## src/rtl/sbm_pkg.sv

```systemverilog
`timescale 1ns/1ps
package sbm_pkg;

  localparam int LEN_W = 4;

  typedef enum logic [3:0] {
    CMD_INH, CMD_NOP, CMD_ACT, CMD_RD, CMD_WR,
    CMD_BST, CMD_PRE, CMD_REF, CMD_LMR
  } cmd_e;

  typedef enum logic [3:0] {
    ERR_NONE     = 4'd0,
    ERR_MRD      = 4'd1,
    ERR_NOROW    = 4'd2,
    ERR_ROWOPEN  = 4'd3,
    ERR_MODEBUSY = 4'd4,
    ERR_REFBUSY  = 4'd5,
    ERR_RFC      = 4'd6,
    ERR_RP       = 4'd7,
    ERR_RC       = 4'd8,
    ERR_RRD      = 4'd9,
    ERR_RCD      = 4'd10,
    ERR_RAS      = 4'd11
  } err_e;

  // Strobe decode; chip select high masks everything else.
  function automatic cmd_e decode_cmd(input logic cs_n, input logic ras_n,
                                      input logic cas_n, input logic we_n);
    cmd_e c;
    if (cs_n) begin
      c = CMD_INH;
    end else begin
      case ({ras_n, cas_n, we_n})
        3'b111:  c = CMD_NOP;
        3'b011:  c = CMD_ACT;
        3'b101:  c = CMD_RD;
        3'b100:  c = CMD_WR;
        3'b110:  c = CMD_BST;
        3'b010:  c = CMD_PRE;
        3'b001:  c = CMD_REF;
        default: c = CMD_LMR;
      endcase
    end
    return c;
  endfunction

  // Mode length field to burst cycles; zero means no automatic close.
  function automatic logic [LEN_W-1:0] burst_cycles(input logic [2:0] code);
    logic [LEN_W-1:0] n;
    case (code)
      3'd0:    n = LEN_W'(1);
      3'd1:    n = LEN_W'(2);
      3'd2:    n = LEN_W'(4);
      3'd3:    n = LEN_W'(8);
      default: n = '0;
    endcase
    return n;
  endfunction

  function automatic logic is_exec(input cmd_e c);
    return !(c == CMD_INH || c == CMD_NOP);
  endfunction

endpackage

```

## src/rtl/sbm_bank_track.sv

```systemverilog
`timescale 1ns/1ps
module sbm_bank_track
  import sbm_pkg::*;
#(
  parameter int T_RCD = 3,
  parameter int T_RAS = 6,
  parameter int T_RP  = 3,
  parameter int T_RC  = 10,
  parameter int CW    = 4
) (
  input  logic             clk,
  input  logic             rst_n,
  input  cmd_e             cmd,
  input  logic             sel,
  input  logic             a10,
  input  logic [LEN_W-1:0] rw_len,
  output logic             open_o,
  output logic             rcd_busy,
  output logic             ras_busy,
  output logic             rp_busy,
  output logic             rc_busy
);

  logic [CW-1:0]    rcd_q, ras_q, rp_q, rc_q;
  logic [LEN_W-1:0] ap_q;
  logic             open_q;

  // Named events for the assertions below.
  logic hit_act, hit_rw, hit_pre, ap_fire;
  assign hit_act = sel && (cmd == CMD_ACT);
  assign hit_rw  = sel && (cmd == CMD_RD || cmd == CMD_WR);
  assign hit_pre = (cmd == CMD_PRE) && (a10 || sel);
  assign ap_fire = (ap_q == LEN_W'(1));

  function automatic logic [CW-1:0] tick(input logic [CW-1:0] v);
    return (v == '0) ? v : v - CW'(1);
  endfunction

  always_ff @(posedge clk) begin
    if (!rst_n) begin
      open_q <= 1'b0;
      rcd_q  <= '0;
      ras_q  <= '0;
      rp_q   <= '0;
      rc_q   <= '0;
      ap_q   <= '0;
    end else begin
      rcd_q <= tick(rcd_q);
      ras_q <= tick(ras_q);
      rp_q  <= tick(rp_q);
      rc_q  <= tick(rc_q);
      ap_q  <= (ap_q == '0) ? ap_q : ap_q - LEN_W'(1);
      if (hit_act) begin
        open_q <= 1'b1;
        rcd_q  <= CW'(T_RCD - 1);
        ras_q  <= CW'(T_RAS - 1);
        rc_q   <= CW'(T_RC - 1);
        ap_q   <= '0;
      end else if (hit_pre) begin
        ap_q <= '0;
        if (open_q) begin
          open_q <= 1'b0;
          rp_q   <= CW'(T_RP - 1);
        end
      end else if (hit_rw) begin
        ap_q <= (open_q && a10) ? rw_len : '0;
      end else if (ap_fire) begin
        open_q <= 1'b0;
        rp_q   <= CW'(T_RP - 1);
      end
    end
  end

  assign open_o   = open_q;
  assign rcd_busy = (rcd_q != '0);
  assign ras_busy = (ras_q != '0);
  assign rp_busy  = (rp_q != '0);
  assign rc_busy  = (rc_q != '0);

  p_act_opens_r2: assert property (@(posedge clk) disable iff (!rst_n)
    hit_act |=> open_o);

  p_pre_closes_r3: assert property (@(posedge clk) disable iff (!rst_n)
    hit_pre |=> !open_o);

  p_auto_close_r4: assert property (@(posedge clk) disable iff (!rst_n)
    (ap_fire && !hit_act && !hit_rw) |=> !open_o);

  p_idle_no_pending_r4: assert property (@(posedge clk) disable iff (!rst_n)
    !open_o |-> (ap_q == '0));

  if (T_RP > 1) begin : g_rp_chk
    p_close_blocks_r6: assert property (@(posedge clk) disable iff (!rst_n)
      $fell(open_o) |-> rp_busy);
  end

endmodule

```

## src/rtl/sbm_cmd_spacing.sv

```systemverilog
`timescale 1ns/1ps
module sbm_cmd_spacing
  import sbm_pkg::*;
#(
  parameter int T_MRD = 2,
  parameter int T_RRD = 2,
  parameter int T_RFC = 7,
  parameter int CW    = 4,
  parameter int BA_W  = 2
) (
  input  logic             clk,
  input  logic             rst_n,
  input  cmd_e             cmd,
  input  logic [BA_W-1:0]  bank,
  input  logic [2:0]       bl_code,
  input  logic             wr_single,
  output logic             mrd_busy,
  output logic             rrd_busy,
  output logic             rfc_busy,
  output logic [LEN_W-1:0] rd_len,
  output logic [LEN_W-1:0] wr_len
);

  logic [CW-1:0]   mrd_q, rrd_q, rfc_q;
  logic [BA_W-1:0] last_act_q;
  logic [2:0]      bl_q;
  logic            ws_q;

  function automatic logic [CW-1:0] tick(input logic [CW-1:0] v);
    return (v == '0) ? v : v - CW'(1);
  endfunction

  always_ff @(posedge clk) begin
    if (!rst_n) begin
      mrd_q      <= '0;
      rrd_q      <= '0;
      rfc_q      <= '0;
      last_act_q <= '0;
      bl_q       <= 3'd0;
      ws_q       <= 1'b0;
    end else begin
      mrd_q <= tick(mrd_q);
      rrd_q <= tick(rrd_q);
      rfc_q <= tick(rfc_q);
      case (cmd)
        CMD_LMR: begin
          mrd_q <= CW'(T_MRD - 1);
          bl_q  <= bl_code;
          ws_q  <= wr_single;
        end
        CMD_ACT: begin
          rrd_q      <= CW'(T_RRD - 1);
          last_act_q <= bank;
        end
        CMD_REF: rfc_q <= CW'(T_RFC - 1);
        default: ;
      endcase
    end
  end

  assign mrd_busy = (mrd_q != '0);
  assign rfc_busy = (rfc_q != '0);
  assign rrd_busy = (rrd_q != '0) && (bank != last_act_q);
  assign rd_len   = burst_cycles(bl_q);
  assign wr_len   = ws_q ? LEN_W'(1) : burst_cycles(bl_q);

  if (T_MRD > 1) begin : g_mrd_chk
    p_mode_guard_r5: assert property (@(posedge clk) disable iff (!rst_n)
      (cmd == CMD_LMR) |=> mrd_busy);
  end
  if (T_RFC > 1) begin : g_rfc_chk
    p_refresh_guard_r8: assert property (@(posedge clk) disable iff (!rst_n)
      (cmd == CMD_REF) |=> rfc_busy);
  end

endmodule

```

## src/rtl/sbm_rule_check.sv

```systemverilog
`timescale 1ns/1ps
module sbm_rule_check
  import sbm_pkg::*;
#(
  parameter int NUM_BANKS = 4,
  parameter int BA_W      = 2
) (
  input  cmd_e                 cmd,
  input  logic [BA_W-1:0]      bank,
  input  logic                 a10,
  input  logic [NUM_BANKS-1:0] open_v,
  input  logic [NUM_BANKS-1:0] rcd_v,
  input  logic [NUM_BANKS-1:0] ras_v,
  input  logic [NUM_BANKS-1:0] rp_v,
  input  logic [NUM_BANKS-1:0] rc_v,
  input  logic                 mrd_busy,
  input  logic                 rrd_busy,
  input  logic                 rfc_busy,
  output logic                 viol,
  output err_e                 code,
  output logic [BA_W-1:0]      vbank
);

  function automatic logic [BA_W-1:0] lowest(input logic [NUM_BANKS-1:0] v);
    logic [BA_W-1:0] r;
    r = '0;
    for (int i = NUM_BANKS - 1; i >= 0; i--) begin
      if (v[i]) r = BA_W'(i);
    end
    return r;
  endfunction

  logic [NUM_BANKS-1:0] ras_hit;
  assign ras_hit = open_v & ras_v;

  // Checks run in ascending code order so the first match wins.
  always_comb begin
    code  = ERR_NONE;
    vbank = bank;
    if (is_exec(cmd) && mrd_busy) begin
      code = ERR_MRD;
    end else begin
      case (cmd)
        CMD_RD, CMD_WR: begin
          if (!open_v[bank])    code = ERR_NOROW;
          else if (rcd_v[bank]) code = ERR_RCD;
        end
        CMD_ACT: begin
          if (open_v[bank])     code = ERR_ROWOPEN;
          else if (rfc_busy)    code = ERR_RFC;
          else if (rp_v[bank])  code = ERR_RP;
          else if (rc_v[bank])  code = ERR_RC;
          else if (rrd_busy)    code = ERR_RRD;
        end
        CMD_PRE: begin
          if (a10) begin
            if (|ras_hit) begin
              code  = ERR_RAS;
              vbank = lowest(ras_hit);
            end
          end else if (ras_hit[bank]) begin
            code = ERR_RAS;
          end
        end
        CMD_LMR: begin
          if (|open_v) begin
            code  = ERR_MODEBUSY;
            vbank = lowest(open_v);
          end
        end
        CMD_REF: begin
          if (|open_v) begin
            code  = ERR_REFBUSY;
            vbank = lowest(open_v);
          end
        end
        default: ;
      endcase
    end
  end

  assign viol = (code != ERR_NONE);

endmodule

```

## src/rtl/sdram_bank_monitor.sv

```systemverilog
`timescale 1ns/1ps
module sdram_bank_monitor
  import sbm_pkg::*;
#(
  parameter int NUM_BANKS = 4,
  parameter int ADDR_W    = 12,
  parameter int T_RCD     = 3,
  parameter int T_RAS     = 6,
  parameter int T_RP      = 3,
  parameter int T_RC      = 10,
  parameter int T_RRD     = 2,
  parameter int T_MRD     = 2,
  parameter int T_RFC     = 7,
  localparam int BA_W     = (NUM_BANKS > 1) ? $clog2(NUM_BANKS) : 1
) (
  input  logic                 clk,
  input  logic                 rst_n,
  input  logic                 cs_n,
  input  logic                 ras_n,
  input  logic                 cas_n,
  input  logic                 we_n,
  input  logic [BA_W-1:0]      ba,
  input  logic [ADDR_W-1:0]    addr,
  output logic [NUM_BANKS-1:0] bank_open,
  output logic                 err_valid,
  output logic [3:0]           err_code,
  output logic [BA_W-1:0]      err_bank
);

  localparam int AP_BIT = 10;
  localparam int WS_BIT = 9;
  localparam int M1   = (T_RCD > T_RAS) ? T_RCD : T_RAS;
  localparam int M2   = (T_RP > T_RC) ? T_RP : T_RC;
  localparam int M3   = (T_RRD > T_MRD) ? T_RRD : T_MRD;
  localparam int M4   = (M1 > M2) ? M1 : M2;
  localparam int M5   = (M3 > T_RFC) ? M3 : T_RFC;
  localparam int TMAX = (M4 > M5) ? M4 : M5;
  localparam int CW   = $clog2(TMAX + 1);

  cmd_e cmd_d;
  logic a10;
  logic addr_unused;
  assign cmd_d       = decode_cmd(cs_n, ras_n, cas_n, we_n);
  assign a10         = addr[AP_BIT];
  assign addr_unused = ^addr;

  logic [NUM_BANKS-1:0] open_v, rcd_v, ras_v, rp_v, rc_v;
  logic [LEN_W-1:0]     rd_len, wr_len, rw_len;
  logic                 mrd_busy, rrd_busy, rfc_busy;
  assign rw_len = (cmd_d == CMD_WR) ? wr_len : rd_len;

  for (genvar i = 0; i < NUM_BANKS; i++) begin : g_bank
    sbm_bank_track #(
      .T_RCD(T_RCD), .T_RAS(T_RAS), .T_RP(T_RP), .T_RC(T_RC), .CW(CW)
    ) u_bank (
      .clk      (clk),
      .rst_n    (rst_n),
      .cmd      (cmd_d),
      .sel      (ba == BA_W'(i)),
      .a10      (a10),
      .rw_len   (rw_len),
      .open_o   (open_v[i]),
      .rcd_busy (rcd_v[i]),
      .ras_busy (ras_v[i]),
      .rp_busy  (rp_v[i]),
      .rc_busy  (rc_v[i])
    );
  end

  sbm_cmd_spacing #(
    .T_MRD(T_MRD), .T_RRD(T_RRD), .T_RFC(T_RFC), .CW(CW), .BA_W(BA_W)
  ) u_space (
    .clk       (clk),
    .rst_n     (rst_n),
    .cmd       (cmd_d),
    .bank      (ba),
    .bl_code   (addr[2:0]),
    .wr_single (addr[WS_BIT]),
    .mrd_busy  (mrd_busy),
    .rrd_busy  (rrd_busy),
    .rfc_busy  (rfc_busy),
    .rd_len    (rd_len),
    .wr_len    (wr_len)
  );

  logic            viol_now;
  err_e            code_now;
  logic [BA_W-1:0] vbank_now;

  sbm_rule_check #(.NUM_BANKS(NUM_BANKS), .BA_W(BA_W)) u_check (
    .cmd      (cmd_d),
    .bank     (ba),
    .a10      (a10),
    .open_v   (open_v),
    .rcd_v    (rcd_v),
    .ras_v    (ras_v),
    .rp_v     (rp_v),
    .rc_v     (rc_v),
    .mrd_busy (mrd_busy),
    .rrd_busy (rrd_busy),
    .rfc_busy (rfc_busy),
    .viol     (viol_now),
    .code     (code_now),
    .vbank    (vbank_now)
  );

  always_ff @(posedge clk) begin
    if (!rst_n) begin
      err_valid <= 1'b0;
      err_code  <= 4'd0;
      err_bank  <= '0;
    end else begin
      err_valid <= viol_now;
      err_code  <= viol_now ? 4'(code_now) : 4'd0;
      err_bank  <= viol_now ? vbank_now : '0;
    end
  end

  assign bank_open = open_v;

  p_pulse_follows_r9: assert property (@(posedge clk) disable iff (!rst_n)
    viol_now |=> err_valid);

  p_quiet_follows_r9: assert property (@(posedge clk) disable iff (!rst_n)
    !viol_now |=> !err_valid);

  p_idle_cmds_silent_r1: assert property (@(posedge clk) disable iff (!rst_n)
    (cmd_d == CMD_NOP || cmd_d == CMD_INH) |=> !err_valid);

  p_mode_while_open_r5: assert property (@(posedge clk) disable iff (!rst_n)
    (cmd_d == CMD_LMR && |bank_open) |=> err_valid);

  p_access_idle_r2: assert property (@(posedge clk) disable iff (!rst_n)
    ((cmd_d == CMD_RD || cmd_d == CMD_WR) && !bank_open[ba]) |=> err_valid);

endmodule

```

## config.mk

```make
export PLATFORM = sky130hd
export DESIGN_NAME = sdram_bank_monitor
export DESIGN_NICKNAME = d
export VERILOG_FILES = /design/src/rtl/sbm_pkg.sv /design/src/rtl/sbm_bank_track.sv /design/src/rtl/sbm_cmd_spacing.sv /design/src/rtl/sbm_rule_check.sv /design/src/rtl/sdram_bank_monitor.sv
export SDC_FILE = /design/constraint.sdc
export NUM_CORES = 1
export LEC_CHECK = 0
export ABC_CLOCK_PERIOD_IN_PS = 2500
export BUFFER_PORTS_ARGS = -buffer_cell sky130_fd_sc_hd__buf_2
export CAP_MARGIN = 20
export CORE_ASPECT_RATIO = 1.4
export CORE_UTILIZATION = 30
export DETAILED_ROUTE_END_ITERATION = 6
export PLACE_DENSITY = 0.43
export RECOVER_POWER = 100
export SLEW_MARGIN = 30
export SYNTH_ARGS = -nofsm -noshare
export SYNTH_HDL_FRONTEND = slang
export SYNTH_SLANG_ARGS = --single-unit
export TNS_END_PERCENT = 5
```

## constraint.sdc

```tcl
create_clock -name clk -period 2.5 [get_ports clk]
set_clock_uncertainty 0.15 [all_clocks]
set_input_delay 0.5 -clock clk [delete_from_list [all_inputs] [get_ports clk]]
set_output_delay 0.5 -clock clk [all_outputs]
set_load 0.02 [all_outputs]
```

==> summary.txt <==
Slowest-stage cell, CP: mux4_2
Synth area leaders: dfxtp_1, ha_1, nor2_1
Total global-route track usage: 15.5%
Pre-antenna DRT Iters: 4
Leak pwr: 0.00257 uW
Antenna viol nets, final: 0
Status: completed
CTS buffer count: 9
Cell count along the critical path: 8
Reg2Reg Depth: 8
RSZ-0062 raised after global routing: false
DRC viols: 0
Pwr dens: 1130 nW/um^2
Post-synthesis simple-gate area fraction: 25.6%
Switch share: 38.2%
CP Cell Sequence: inv_1 -> ha_1 -> nor3b_2 -> mux4_2 -> a21boi_0 -> o311ai_2 -> o31ai_4 -> a21oi_1
# IOs: 31
CTS Sinks: 109
Congestion Overflow GR: 0
R2r startpoint: g_bank[0].u_bank.rc_q[0]$_SDFFE_PN0P_
Clk Latency, worst-skew pair: 0.36 ns
Sw power: 2870 uW
Initial antenna violation count: 0
Routed WL per cell: 15.2 um
CTS tree: built
P_int: 4640 uW
Largest fanout on the critical path: 3
Final Hold Vio Count: 0
Final Setup Violations: 0
Worst path bufs/invs: 1
Seq. cell area: 2180 um^2
Clk Tree Root Cell: clkbuf_16
Core Util, Final: 34.8%
Place WS: 0.0113 ns
Post-synthesis xor/xnor area fraction: 5.25%
Synth Area in Adders: 6.64%
Fin Setup TNS: 0 ns
Fin Hold WS: 0.230 ns
Sequential Power Share: 35.1%
Endpoint, Worst Hold: u_space.bl_q[2]$_SDFFE_PN0P_
Drt total wl: 14900 um
Starting Density: 30.5%
Routed via count: 4849
Die Footprint: 20000 um^2
FMAX: 424 MHz
Port bufs: 23
Die width: 120 um
Vias in the first global route: 4774
Via density: 4.94
Setup bufs post-CTS: 0
Synth top area share: 37.4%
Critical Path AT: 2.44 ns
CP max stage delay: 0.35 ns
Top_reg_cell synth: dfxtp_1
CP required: 2.58 ns
Htree depth: 3
Worst-margin pin slew: 0.650 ns
Setup crit start kind: flip-flop
Standard-cell rows: 60
Clock Power Share: 18.7%
Hold_buf cts: 0
Worst-path clk slew: 0.08 ns
Hold Path Cell Cnt: 3
Synth cell types: 67
Hold WC Path Type: primary input to flip-flop
Multiplexer share of the synthesized area: 2.83%
Logic pwr share: 46.3%
N_diodes: 0
Final Max Tran Viols: 0
Async S/R FF share, synth: 0%
Final worst-path cycle share: 94.4%
CTS Buffer Depth: 2
Synth Cell Area: 5840 um^2
Avg Cell Area, Syn: 8.58 um^2
Max-cap violations: 0
Worst relative slew slack: 56.6%
Top cell type by total area after synthesis: dfxtp_1
Area delta synth->final: 14.0%
Core Box Area: 19100 um^2
First-pass GRT wire length: 24200 um
Hold_sp: addr[2]
Filler cell count: 2000
Synth Warn #: 0
Crit end category: flip-flop
Die Ht: 167 um
Synthesized flop and latch total: 109
Kind of critical path: flip-flop to flip-flop
Fin crit period: 2.36 ns
Placer congestion estimate: 0.837
Post-synth EDFFs: 0
Iter 0 DRT Violations: 268
Post-Syn Instances: 681
Seq/Total Area, Yosys: 37.4%
Reg-to-reg endpoint: err_bank[0]$_SDFF_PN0_
Dpl hpwl: 11400 um
R2R setup slack: 0.14 ns
Max IR drop VDD: 0.407 mV
Largest family of logic cells by synthesized area: simple AND/OR/NAND/NOR gates
Compound-Gate Fraction of Synth Area: 17.0%
Largest net degree at the start of global routing: 29
Area of the multi-input gates: 3360 um^2
Nets: 780
Final worst setup slack: 0.141 ns
Syn Nets: 732
Delay-heaviest family, CP: compound AO/OA/AOI/OAI gates
Share of layout cells above drive strength 1: 12.8%
## how the worst max path moves through the flow
stage,startpoint,end
finish,g_bank[0].u_bank.rc_q[0]$_SDFFE_PN0P_,err_bank[0]$_SDFF_PN0_
detailed placement,ba[0],err_bank[0]$_SDFF_PN0_
floorplan,g_bank[2].u_bank.ras_q[0]$_SDFFE_PN0P_,err_bank[0]$_SDFF_PN0_
global placement,ba[0],err_bank[0]$_SDFF_PN0_
global route,g_bank[0].u_bank.rc_q[0]$_SDFFE_PN0P_,err_bank[0]$_SDFF_PN0_
CTS,g_bank[3].u_bank.rc_q[0]$_SDFFE_PN0P_,err_bank[0]$_SDFF_PN0_
## synth_stat cells, types with 3 or more instances
master    instances
o22ai_1           3
xnor2_1          26
ha_1             31
or3_1            12
xor2_1            9
o31ai_1           5
clkbuf_1          7
a21oi_1          50
nor3b_2           9
o21a_1            3
nand2b_1          9
a22oi_1          13
a31oi_1          10
nor4bb_1          3
a211oi_1         12
nor3b_1           6
buf_2             7
and3_1            8
nand3_1          22
nor4_1            3
buf_4             7
mux2_2            6
nor2_1           77
o21ai_0          19
nor3_1           36
nand2_1          53
a21boi_0          3
o211ai_1          8
mux2i_1           3
dfxtp_1         109
o21ai_1           5
mux4_2            3
nor2b_1           8
inv_1            44
o221ai_1          5
nand3b_1          8
## registers in the layout, indices dropped and copies added (netlist names)
signal                count
g_bank.u_bank.ap_q       16
g_bank.u_bank.ras_q      16
g_bank.u_bank.rc_q       16
g_bank.u_bank.rcd_q      16
g_bank.u_bank.rp_q       16
err_code                  4
g_bank.u_bank.open_o      4
u_space.mrd_q             4
u_space.rfc_q             4
u_space.rrd_q             4
u_space.bl_q              3
err_bank                  2
u_space.last_act_q        2
err_valid                 1
u_space.ws_q              1
## worst min-delay path, cell delays in order
cell     delay, ns
buf_2         0.10
nand2_1       0.05
a21oi_1       0.05
## power groups by stage
stage                     clock [uW]  combinational [uW]  sequential, uW
after floorplan                    0                2690            2600
after detailed placement           0                3520            2670
final                           1400                3470            2630
after global routing            1540                3950            2710
after global placement             0                3420            2650
after CTS                       1460                3550            2630
## cell type report
cell class | instances | share of cell area (%)
Timing Repair Buffer | 62 | 5.32
Multi-Input combinational cell | 503 | 50.4
Clock inverter | 4 | 0.489
Inverter | 44 | 2.48
Sequential cell | 109 | 32.8
Clock buffer | 12 | 3.85
Tap cell | 248 | 4.66
## layout by cell type, fill, tap and decap left out, types with 4 or more instances in the layout
cell	netlist	layout
dfxtp_1	109	109
nor2_1	77	77
nand2_1	53	53
a21oi_1	50	50
inv_1	44	44
nor3_1	36	36
ha_1	31	30
buf_4	7	29
xnor2_1	26	26
clkbuf_1	7	24
nand3_1	22	22
o21ai_0	19	20
a22oi_1	13	13
a211oi_1	12	12
or3_1	12	12
a31oi_1	10	10
buf_2	7	10
nor3b_2	9	9
nand2b_1	9	9
xor2_1	9	9
clkbuf_16	0	9
nand3b_1	8	8
nor2b_1	8	8
o211ai_1	8	8
and3_1	8	8
nor3b_1	6	6
mux2_2	6	6
o221ai_1	5	5
o31ai_1	5	5
o21ai_1	5	4
## kinds of logic after synthesis
logic type	Yosys count
fa+ha+maj	31
simple gates	275
mux	12
compound gates	150
buf+inv	69
flops	109
xor+xnor	35
## per-stage QoR
step	instances	area (um^2)	power (uW)
floorplan	681	5840	5290
global placement	966	6420	6070
detailed placement	966	6420	6190
CTS	982	6710	7640
global route	982	6660	8190
finish	982	6660	7510
## what timing repair did
action,CTS,global route
hold endpoints to repair,0,0
setup endpoints to repair,0,4
gates resized for setup,0,3
## metal layers
layer | vias up | track usage (%) | share of wire [%]
li1 | 2505 | - | -
met1 | 2256 | 18.1 | 44
met2 | 69 | 27.4 | 51
met3 | 19 | 2.52 | 2.7
met4 | 0 | 6.96 | 2.3
met5 | - | 0 | 0
No activity file was read; power rests on OpenSTA's default activity.
